<file path="src/rtl/wbs_pkg.sv">
package wbs_pkg;

    typedef enum logic [3:0] {
        S_IDLE, S_UL1, S_UL2, S_LDCMD, S_CNT, S_DATA, S_CONF,
        S_POLL, S_REPOLL, S_AR1, S_AR2, S_AR3, S_SWR, S_DONE
    } wbs_state_e;

    typedef enum logic [1:0] {
        PV_BUSY, PV_MATCH, PV_FLAG
    } poll_verdict_e;

    localparam logic [11:0] ADR_UNLK_A = 12'h555;
    localparam logic [11:0] ADR_UNLK_B = 12'h2AA;
    localparam logic [7:0]  CMD_UNLK_A = 8'hAA;
    localparam logic [7:0]  CMD_UNLK_B = 8'h55;
    localparam logic [7:0]  CMD_LOAD   = 8'h25;
    localparam logic [7:0]  CMD_CONF   = 8'h29;
    localparam logic [7:0]  CMD_RESET  = 8'hF0;

    function automatic logic st_writes(wbs_state_e s);
        return (s == S_UL1) || (s == S_UL2) || (s == S_LDCMD) || (s == S_CNT) ||
               (s == S_DATA) || (s == S_CONF) || (s == S_AR1) || (s == S_AR2) ||
               (s == S_AR3) || (s == S_SWR);
    endfunction

    function automatic logic st_reads(wbs_state_e s);
        return (s == S_POLL) || (s == S_REPOLL);
    endfunction

endpackage

</file>
<file path="src/rtl/wbs_beat_timer.sv">
module wbs_beat_timer #(
    parameter int CYC_CLKS = 4
) (
    input  logic clk,
    input  logic rst,
    input  logic run,
    output logic strobe_on,
    output logic last
);
    localparam int CW = (CYC_CLKS > 2) ? $clog2(CYC_CLKS) : 1;

    logic [CW-1:0] cnt;

    assign last      = run && (cnt == CW'(CYC_CLKS - 1));
    assign strobe_on = run && !last;

    always_ff @(posedge clk) begin
        if (rst || !run || last) cnt <= '0;
        else                     cnt <= cnt + 1'b1;
    end
endmodule

</file>
<file path="src/rtl/wbs_req_check.sv">
module wbs_req_check #(
    parameter int PAGE_WORDS = 16
) (
    input  logic [$clog2(PAGE_WORDS)-1:0]   offset,
    input  logic [$clog2(PAGE_WORDS+1)-1:0] count,
    output logic                            ok
);
    localparam int OFF_W = $clog2(PAGE_WORDS);
    localparam int CNT_W = $clog2(PAGE_WORDS + 1);
    localparam int SUM_W = CNT_W + 1;

    logic [SUM_W-1:0] span;

    always_comb begin
        span = SUM_W'(offset) + SUM_W'(count);
        ok   = (count != '0) &&
               (SUM_W'(count) <= SUM_W'(PAGE_WORDS)) &&
               (span <= SUM_W'(PAGE_WORDS));
    end

    logic unused_w;
    assign unused_w = (OFF_W == 0);
endmodule

</file>
<file path="src/rtl/wbs_poll_judge.sv">
module wbs_poll_judge
    import wbs_pkg::*;
#(
    parameter int DATA_W = 16
) (
    input  logic [DATA_W-1:0] rdata,
    input  logic              exp7,
    output poll_verdict_e     verdict,
    output logic              dq1_seen
);
    logic unused_rd;
    assign unused_rd = ^rdata;

    always_comb begin
        dq1_seen = rdata[1];
        if (rdata[7] == exp7)        verdict = PV_MATCH;
        else if (rdata[1] | rdata[5]) verdict = PV_FLAG;
        else                          verdict = PV_BUSY;
    end
endmodule

</file>
<file path="src/rtl/wbuf_prog_seq.sv">
module wbuf_prog_seq
    import wbs_pkg::*;
#(
    parameter int ADDR_W     = 20,
    parameter int DATA_W     = 16,
    parameter int PAGE_WORDS = 16,
    parameter int CYC_CLKS   = 4,
    parameter int POLL_MAX   = 32
) (
    input  logic                            clk,
    input  logic                            rst,
    input  logic                            start,
    input  logic [ADDR_W-1:0]               start_addr,
    input  logic [$clog2(PAGE_WORDS+1)-1:0] word_cnt,
    output logic                            wd_req,
    output logic [$clog2(PAGE_WORDS)-1:0]   wd_idx,
    input  logic [DATA_W-1:0]               wd_data,
    output logic [ADDR_W-1:0]               fl_addr,
    output logic [DATA_W-1:0]               fl_wdata,
    output logic                            fl_we,
    output logic                            fl_re,
    input  logic [DATA_W-1:0]               fl_rdata,
    output logic                            busy,
    output logic                            done,
    output logic                            res_pass,
    output logic                            res_fail,
    output logic                            res_abort,
    output logic                            res_err
);
    localparam int OFF_W = $clog2(PAGE_WORDS);
    localparam int CNT_W = $clog2(PAGE_WORDS + 1);
    localparam int PC_W  = $clog2(POLL_MAX + 1);

    wbs_state_e       state;
    logic [ADDR_W-1:0] sa_q;
    logic [CNT_W-1:0]  cnt_q;
    logic [OFF_W-1:0]  idx;
    logic              exp7;
    logic [PC_W-1:0]   pcnt;
    logic              saw_dq1;

    logic          req_ok;
    logic          beat_run, strobe_on, beat_last;
    poll_verdict_e verdict;
    logic          dq1_now;
    logic [ADDR_W-1:0] last_addr;

    wbs_req_check #(.PAGE_WORDS(PAGE_WORDS)) u_req (
        .offset (start_addr[OFF_W-1:0]),
        .count  (word_cnt),
        .ok     (req_ok)
    );

    assign beat_run = st_writes(state) || st_reads(state);

    wbs_beat_timer #(.CYC_CLKS(CYC_CLKS)) u_tmr (
        .clk       (clk),
        .rst       (rst),
        .run       (beat_run),
        .strobe_on (strobe_on),
        .last      (beat_last)
    );

    wbs_poll_judge #(.DATA_W(DATA_W)) u_judge (
        .rdata    (fl_rdata),
        .exp7     (exp7),
        .verdict  (verdict),
        .dq1_seen (dq1_now)
    );

    assign last_addr = sa_q + ADDR_W'(cnt_q) - ADDR_W'(1);
    assign fl_we     = st_writes(state) && strobe_on;
    assign fl_re     = st_reads(state) && strobe_on;
    assign wd_req    = (state == S_DATA);
    assign wd_idx    = idx;
    assign busy      = (state != S_IDLE);
    assign done      = (state == S_DONE);

    always_comb begin
        fl_addr  = '0;
        fl_wdata = '0;
        unique case (state)
            S_UL1, S_AR1: begin
                fl_addr = ADDR_W'(ADR_UNLK_A); fl_wdata = DATA_W'(CMD_UNLK_A);
            end
            S_UL2, S_AR2: begin
                fl_addr = ADDR_W'(ADR_UNLK_B); fl_wdata = DATA_W'(CMD_UNLK_B);
            end
            S_LDCMD: begin fl_addr = sa_q; fl_wdata = DATA_W'(CMD_LOAD); end
            S_CNT:   begin fl_addr = sa_q; fl_wdata = DATA_W'(cnt_q - 1'b1); end
            S_DATA:  begin fl_addr = sa_q + ADDR_W'(idx); fl_wdata = wd_data; end
            S_CONF:  begin fl_addr = sa_q; fl_wdata = DATA_W'(CMD_CONF); end
            S_POLL, S_REPOLL: fl_addr = last_addr;
            S_AR3:   begin fl_addr = ADDR_W'(ADR_UNLK_A); fl_wdata = DATA_W'(CMD_RESET); end
            S_SWR:   fl_wdata = DATA_W'(CMD_RESET);
            default: ;
        endcase
    end

    always_ff @(posedge clk) begin
        if (rst) begin
            state     <= S_IDLE;
            sa_q      <= '0;
            cnt_q     <= '0;
            idx       <= '0;
            exp7      <= 1'b0;
            pcnt      <= '0;
            saw_dq1   <= 1'b0;
            res_pass  <= 1'b0;
            res_fail  <= 1'b0;
            res_abort <= 1'b0;
            res_err   <= 1'b0;
        end else begin
            unique case (state)
                S_IDLE: if (start) begin
                    res_pass  <= 1'b0;
                    res_fail  <= 1'b0;
                    res_abort <= 1'b0;
                    sa_q      <= start_addr;
                    cnt_q     <= word_cnt;
                    idx       <= '0;
                    pcnt      <= '0;
                    saw_dq1   <= 1'b0;
                    res_err   <= !req_ok;
                    state     <= req_ok ? S_UL1 : S_DONE;
                end
                S_UL1:   if (beat_last) state <= S_UL2;
                S_UL2:   if (beat_last) state <= S_LDCMD;
                S_LDCMD: if (beat_last) state <= S_CNT;
                S_CNT:   if (beat_last) state <= S_DATA;
                S_DATA: if (beat_last) begin
                    if (idx == OFF_W'(cnt_q - 1'b1)) begin
                        exp7  <= wd_data[7];
                        state <= S_CONF;
                    end else begin
                        idx <= idx + 1'b1;
                    end
                end
                S_CONF: if (beat_last) state <= S_POLL;
                S_POLL: if (beat_last) begin
                    pcnt <= pcnt + 1'b1;
                    unique case (verdict)
                        PV_MATCH: begin res_pass <= 1'b1; state <= S_DONE; end
                        PV_FLAG:  begin saw_dq1 <= dq1_now; state <= S_REPOLL; end
                        default: if (pcnt == PC_W'(POLL_MAX - 1)) begin
                            res_fail <= 1'b1;
                            state    <= S_SWR;
                        end
                    endcase
                end
                S_REPOLL: if (beat_last) begin
                    if (verdict == PV_MATCH) begin
                        res_pass <= 1'b1;
                        state    <= S_DONE;
                    end else if (saw_dq1) begin
                        res_abort <= 1'b1;
                        state     <= S_AR1;
                    end else begin
                        res_fail <= 1'b1;
                        state    <= S_SWR;
                    end
                end
                S_AR1: if (beat_last) state <= S_AR2;
                S_AR2: if (beat_last) state <= S_AR3;
                S_AR3: if (beat_last) state <= S_DONE;
                S_SWR: if (beat_last) state <= S_DONE;
                S_DONE: state <= S_IDLE;
                default: state <= S_IDLE;
            endcase
        end
    end
endmodule

</file>
<file path="config.mk">
export PLATFORM = sky130hd
export DESIGN_NAME = wbuf_prog_seq
export DESIGN_NICKNAME = d
export VERILOG_FILES = /design/src/rtl/wbs_pkg.sv /design/src/rtl/wbs_beat_timer.sv /design/src/rtl/wbs_req_check.sv /design/src/rtl/wbs_poll_judge.sv /design/src/rtl/wbuf_prog_seq.sv
export SDC_FILE = /design/constraint.sdc
export NUM_CORES = 1
export LEC_CHECK = 0
export ABC_AREA = 1
export BUFFER_PORTS_ARGS = -buffer_cell sky130_fd_sc_hd__buf_4
export CORE_UTILIZATION = 40
export CTS_BUF_LIST = sky130_fd_sc_hd__clkbuf_4 sky130_fd_sc_hd__clkbuf_8 sky130_fd_sc_hd__clkbuf_16
export DETAILED_ROUTE_END_ITERATION = 12
export SLEW_MARGIN = 20
export SYNTH_ARGS = -nofsm -noshare
export SYNTH_HDL_FRONTEND = slang
export SYNTH_SLANG_ARGS = --single-unit
export TNS_END_PERCENT = 100
</file>
<file path="constraint.sdc">
create_clock -name clk -period 3.47 [get_ports clk]
set_input_delay 0.347 -clock clk [delete_from_list [all_inputs] [get_ports clk]]
set_output_delay 0.347 -clock clk [all_outputs]
set_load 0.01 [all_outputs]
</file>
; Yosys cells after proc, flatten, opt, wreduce, memory -nomap -nowiden
; Index checks and enable logic that the tools add are counted.
[totals]
input_bits = 60
ff_bits = 47
elab_cells = 160
[op_classes]
n_mux = 48
eq_ne = 42
n_bitwise = 1
n_reduce_logical = 46
add_sub_neg = 9
order_cmp = 2
[ops]
columns = cell, count
row1 = $pmux 16 s7, 1
row2 = $pmux 20 s5, 1
row3 = $mux 4, 18
row4 = $pmux 4 s12, 1
row5 = $ne 2x1->1 const B, 16
row6 = $eq 4x4->1 const B, 6
row7 = $add 20x4->20, 1
row8 = $add 20x5->20, 1
row9 = $sub 20x1->20 const B, 1
row10 = $eq 4x3->1 const B, 4
row11 = $pmux 4 s2, 2
row12 = $mux 1, 14
row13 = $reduce_and 14->1, 1
row14 = $logic_or 1x1->1, 13
row15 = $mux 6, 2
row16 = $ne 2x2->1 const B, 6
row17 = $pmux 6 s2, 1
row18 = $reduce_and 4->1, 3
row19 = $reduce_or 2->1, 5
row20 = $eq 4x2->1 const B, 2
row21 = $reduce_and 8->1, 1
row22 = $reduce_bool 2->1, 4
row23 = $add 4x5->6, 1
row24 = $add 6x1->6 const B, 1
row25 = 28 further kinds, 42

; Longest topological paths before layout
[logic_depth]
word_depth = 15
ltp_mapped = 18
mapped_depth_nobuf = 18

; Cells and area by module
; From an unflattened synthesis, not the netlist that was laid out.
[hier_totals]
hier_cells = 796
hier_area_um2 = 4963.5
[modules_own_cells]
columns = module, cells_per_inst, area_per_inst_um2, instances, seq_area_each_um2
row1 = wbuf_prog_seq, 737, 4625.7, 1, 900.9
row2 = wbs_req_check, 38, 207.7, 1, 0.0
row3 = wbs_beat_timer, 13, 91.3, 1, 40.0
row4 = wbs_poll_judge, 8, 38.8, 1, 0.0

; Worst setup path after synthesis
; OpenSTA, ideal clock, no wires.
[synth_timing]
path_kind = register to output
from = register sa_q[1]
to = output port fl_addr[11]
slack_ns = 0.884
path_stages_with_launch = 17
required_time_ns = 3.123
arrival_ns = 2.239
cell_sequence = dfxtp_1 inv_1 ha_1 inv_1 ha_1 fa_1 nand2_1 nand2_1 nand2_1 nand2_1 nand2_1 nand2_1 nand2_1 nand2_1 or2_2 nand3_1 nand2_1
[synth_via]
elab_chain_cells = 3
word_cells_on_any_way = 4
classes_between = add/sub (3) / mux (1)
[synth_lines]
columns = element, line
row1 = "start, declared", wbuf_prog_seq.sv:35  ; logic [ADDR_W-1:0] sa_q;
row2 = "start signal, assigned", wbuf_prog_seq.sv:119  ; sa_q <= start_addr;
row3 = $add 20x5->20, wbuf_prog_seq.sv:71  ; assign last_addr = sa_q + ADDR_W'(cnt_q) - ADDR_W'(1);
row4 = $sub 20x1->20, wbuf_prog_seq.sv:71
row5 = $pmux 20 s5 *, wbuf_prog_seq.sv:82  ; unique case (state)
row6 = "end, declared", wbuf_prog_seq.sv:18  ; output logic [ADDR_W-1:0] fl_addr,
; Mark *: on every way between the ends. The rest lies on a longest branch, timed or not.

; Final worst setup path
[layout_timing]
from = register cnt_q[1]
to = output port fl_addr[11]
[layout_via]
elab_chain_cells = 3
[layout_lines]
columns = element, line
row1 = "start, declared", wbuf_prog_seq.sv:36  ; logic [CNT_W-1:0] cnt_q;
row2 = "start signal, assigned", wbuf_prog_seq.sv:120  ; cnt_q <= word_cnt;
row3 = $add 20x5->20, wbuf_prog_seq.sv:71
row4 = $sub 20x1->20, wbuf_prog_seq.sv:71
row5 = $pmux 20 s5, wbuf_prog_seq.sv:82
; Every way passes these cells.

==> flow_metrics.py <==
metrics = {
    "status": {
        "outcome": "finished clean",
    },
    "finish": {
        "multi_input_area_um2": 3430,
        "ff_latch_area_um2": 942,
        "antenna-diode-count": 0,
        "nFillCells": 1236,
        "finalNetCount": 1001,
        "fin_area_um2": 5920,
        "final_core_util": 0.495,
        "syn_to_final_growth_pct": 21.1,
        "drive_above_1_share": 0.163,
    },
    "clocking": {
        "cts_root_buf": "clkbuf_16",
        "h-tree-depth": 2,
        "clockBufferDepth": 2,
        "path_clk_slew_ns": 0.07,
        "cts_buffers": 5,
        "worstSkewPairLatency_ns": 0.30,
        "cts.sinks": 47,
        "tritoncts": "yes",
    },
    "synthesis": {
        "synth-seq-area-share": 0.192,
        "synth_largest_area_cell": "dfxtp_1",
        "syn-cell-area_um2": 4890,
        "yosys-top-cells-area": "dfxtp_1, nand2_1, ha_1, a21oi_1, nand3_1",
        "yosysMostFrequentCell": "nand2_1",
        "synth_top_flop_cell": "dfxtp_1",
        "synth_nets": 913,
        "synth_edf_count": 0,
        "yosysUniqueCellTypes": 44,
        "ys_async_sr_fraction": 0,
        "ys_top_cells_by_count": "nand2_1, inv_1, a21oi_1",
        "syn_inst": 802,
        "synth.avg_cell_area_um2": 6.10,
        "synth_warnings": 0,
        "synth_top_area_frac": 0.192,
        "ys_ff_latch": 47,
    },
    "power_and_ir_drop": {
        "comb_power_share": 0.695,
        "p_seq_frac": 0.177,
        "cellLeakagePower_nw": 3.04,
        "peakVddDrop_uv": 406,
        "power.density_nw_per_um2": 861,
        "intPower_mw": 2.42,
        "p_sw_frac": 0.525,
        "clkPwrFrac": 0.127,
        "p_sw_mw": 2.68,
    },
    "sta": {
        "max_slew.worst_pin.slew_ns": 0.507,
        "rsz0062_at_grt": "false",
        "finalClockSkew_ns": 0.00654,
        "fin_crit_ns": 3.20,
        "fin_setup_tns_ns": 0,
        "slew_headroom": 0.662,
        "fmax_mhz": 313,
        "setup_violations": 0,
        "hold_viol_final": 0,
        "period_share": 0.922,
        "slew_violations": 0,
    },
    "grt": {
        "grt-busiest-layer": "met2",
        "grt_max_degree": 57,
        "gr-usage-met2": 0.388,
        "grt_pass1_wl_um": 25200,
        "antenna_found_initial": 0,
        "grt_pass1_vias": 5034,
        "overflow": 0,
        "use_met1": 0.365,
        "use_met3": 0.0308,
        "track_usage": 0.250,
    },
    "setup_path": {
        "reg2reg_setup_slack_ns": 1.39,
        "cp_data_required_time_ns": 3.12,
        "r2r-start": "state[1]",
        "crit_start": "cnt_q[1]",
        "cp-endpoint": "fl_addr[11]",
        "worstPathMaxFanout": 4,
        "r2r_end": "pcnt[5]",
        "crit_arrival_ns": 2.85,
        "crit_type": "flop to output port",
        "cp-start-kind": "flop",
        "ff2ff_path_depth": 11,
        "crit_path_end_kind": "output port",
    },
    "placement": {
        "portBuffers": 95,
        "gp_routability_congestion": 0.918,
        "dp_hpwl_um": 12500,
        "placed_area_um2": 5720,
    },
    "die": {
        "die_h_um": 113,
        "die_area_um2": 12700,
        "die_w_um": 113,
        "initial_core_util": 0.409,
        "io_pins": 109,
        "placementRows": 40,
        "core-area_um2": 12000,
    },
    "detailed_routing": {
        "ant_nets": 0,
        "dr.pass1.iters": 5,
        "wl_per_cell_um": 14.8,
        "drc": 0,
        "drt_first_iter_violations": 433,
        "routed_wl_um": 15400,
        "vias_per_cell": 5.33,
        "vias": 5537,
    },
    "job": {
        "drv_cap": 0,
    },
    "worst_hold_path": {
        "whs_path_depth": 2,
        "hold_path.class": "input pin to flop",
    },
}
-- worst min-delay path by stage --
stage	from	to	slack, ns
floorplan	u_tmr.cnt[0]	u_tmr.cnt[0]	0.40
global placement	u_tmr.cnt[0]	u_tmr.cnt[0]	0.41
detailed placement	u_tmr.cnt[0]	u_tmr.cnt[0]	0.42
CTS	rst	saw_dq1	0.31
global route	rst	pcnt[1]	0.32
finish	rst	pcnt[1]	0.31
-- critical path, cell delays in order (launching register included) --
cell and delay, ns:
dfxtp_1 0.33, inv_1 0.09, ha_1 0.28, inv_1 0.04, ha_2 0.21, fa_1 0.38, nand2_1 0.10, nand2_1 0.06
nand2_1 0.07, nand2_1 0.10, nand2_1 0.07, nand2_1 0.12, nand2_1 0.09, nand2_1 0.08, or2_2 0.28, nand3_1 0.07
nand2_1 0.05, buf_4 0.15
-- area by class of cell --
class	count	area share
Inverter	112	0.0712
Clock inverter	3	0.0120
Multi-Input combinational cell	624	0.579
Timing Repair Buffer	100	0.127
Clock buffer	5	0.0211
Sequential cell	47	0.159
Tap cell	147	0.0311
-- through the flow --
stage / instances / worst slack [ns] / hold slack [ns] / total power, mW
finish: 1038 / 0.272 / 0.314 / 5.10
global route: 1038 / 0.0522 / 0.322 / 5.64
CTS: 1038 / 0.151 / 0.309 / 5.09
detailed placement: 1030 / 0.486 / 0.416 / 4.40
global placement: 1030 / 0.539 / 0.406 / 4.37
floorplan: 802 / 0.884 / 0.399 / 3.32
-- cell families (layout without fill, tap and decap cells) --
family,count (synthesis),after routing,synth area share
buffers and inverters,131,220,0.107
adders and majority gates,51,51,0.135
DFF,47,47,0.192
xor gates and xnor gates,7,7,0.0125
and+or+nand+nor,394,394,0.359
AOI/OAI and AO/OA,172,172,0.194
-- per-layer routing --
layer  wire length (µm)  vias up  part of all wire
met3               1010       17             0.066
li1                   -     2835                 -
met1               7520     2499              0.49
met5                  0        -                 0
met4                211        0             0.014
met2               6660      186              0.43
-- power groups by stage --
stage	Combinational [mW]	Clock (mW)	Sequential (mW)
3_3_place_gp	3.46	0	0.909
5_1_grt	4.02	0.691	0.926
4_1_cts	3.52	0.673	0.899
3_5_place_dp	3.49	0	0.911
2_1_floorplan	2.48	0	0.842
6_report	3.54	0.649	0.903
-- placed cells by master, fill, tap and decap left out, types with 3 or more instances in the layout --
master / synthesis / final
nand2_1: 193 / 193
inv_1: 101 / 100
buf_4: 4 / 100
a21oi_1: 88 / 88
nand3_1: 83 / 83
nor2_1: 68 / 68
o21ai_0: 57 / 57
ha_1: 48 / 47
dfxtp_1: 47 / 46
nand4_1: 12 / 12
inv_2: 8 / 9
or2_2: 7 / 7
nor3_1: 6 / 6
o2111ai_1: 6 / 6
nand2_2: 6 / 6
nand3b_1: 6 / 6
xor2_1: 5 / 5
clkbuf_16: 0 / 5
a31oi_1: 4 / 4
nor2_2: 3 / 3
o21bai_1: 3 / 3
o211ai_1: 3 / 3
fa_1: 3 / 3
-- sequential cells by signal, indices dropped and copies added (netlist names) --
signal     cells
res_pass       1
pcnt           6
exp7           1
saw_dq1        1
u_tmr.cnt      2
res_fail       1
res_abort      1
sa_q          20
cnt_q          5
state          4
res_err        1
wd_idx         4
-- repair_timing --
item	in CTS	in global routing
hold buffers	0	0
resized for setup	0	3
endpoints found under the setup margin	0	2
buffers inserted	0	0
Note: power is estimated with default switching activity, not from simulation.
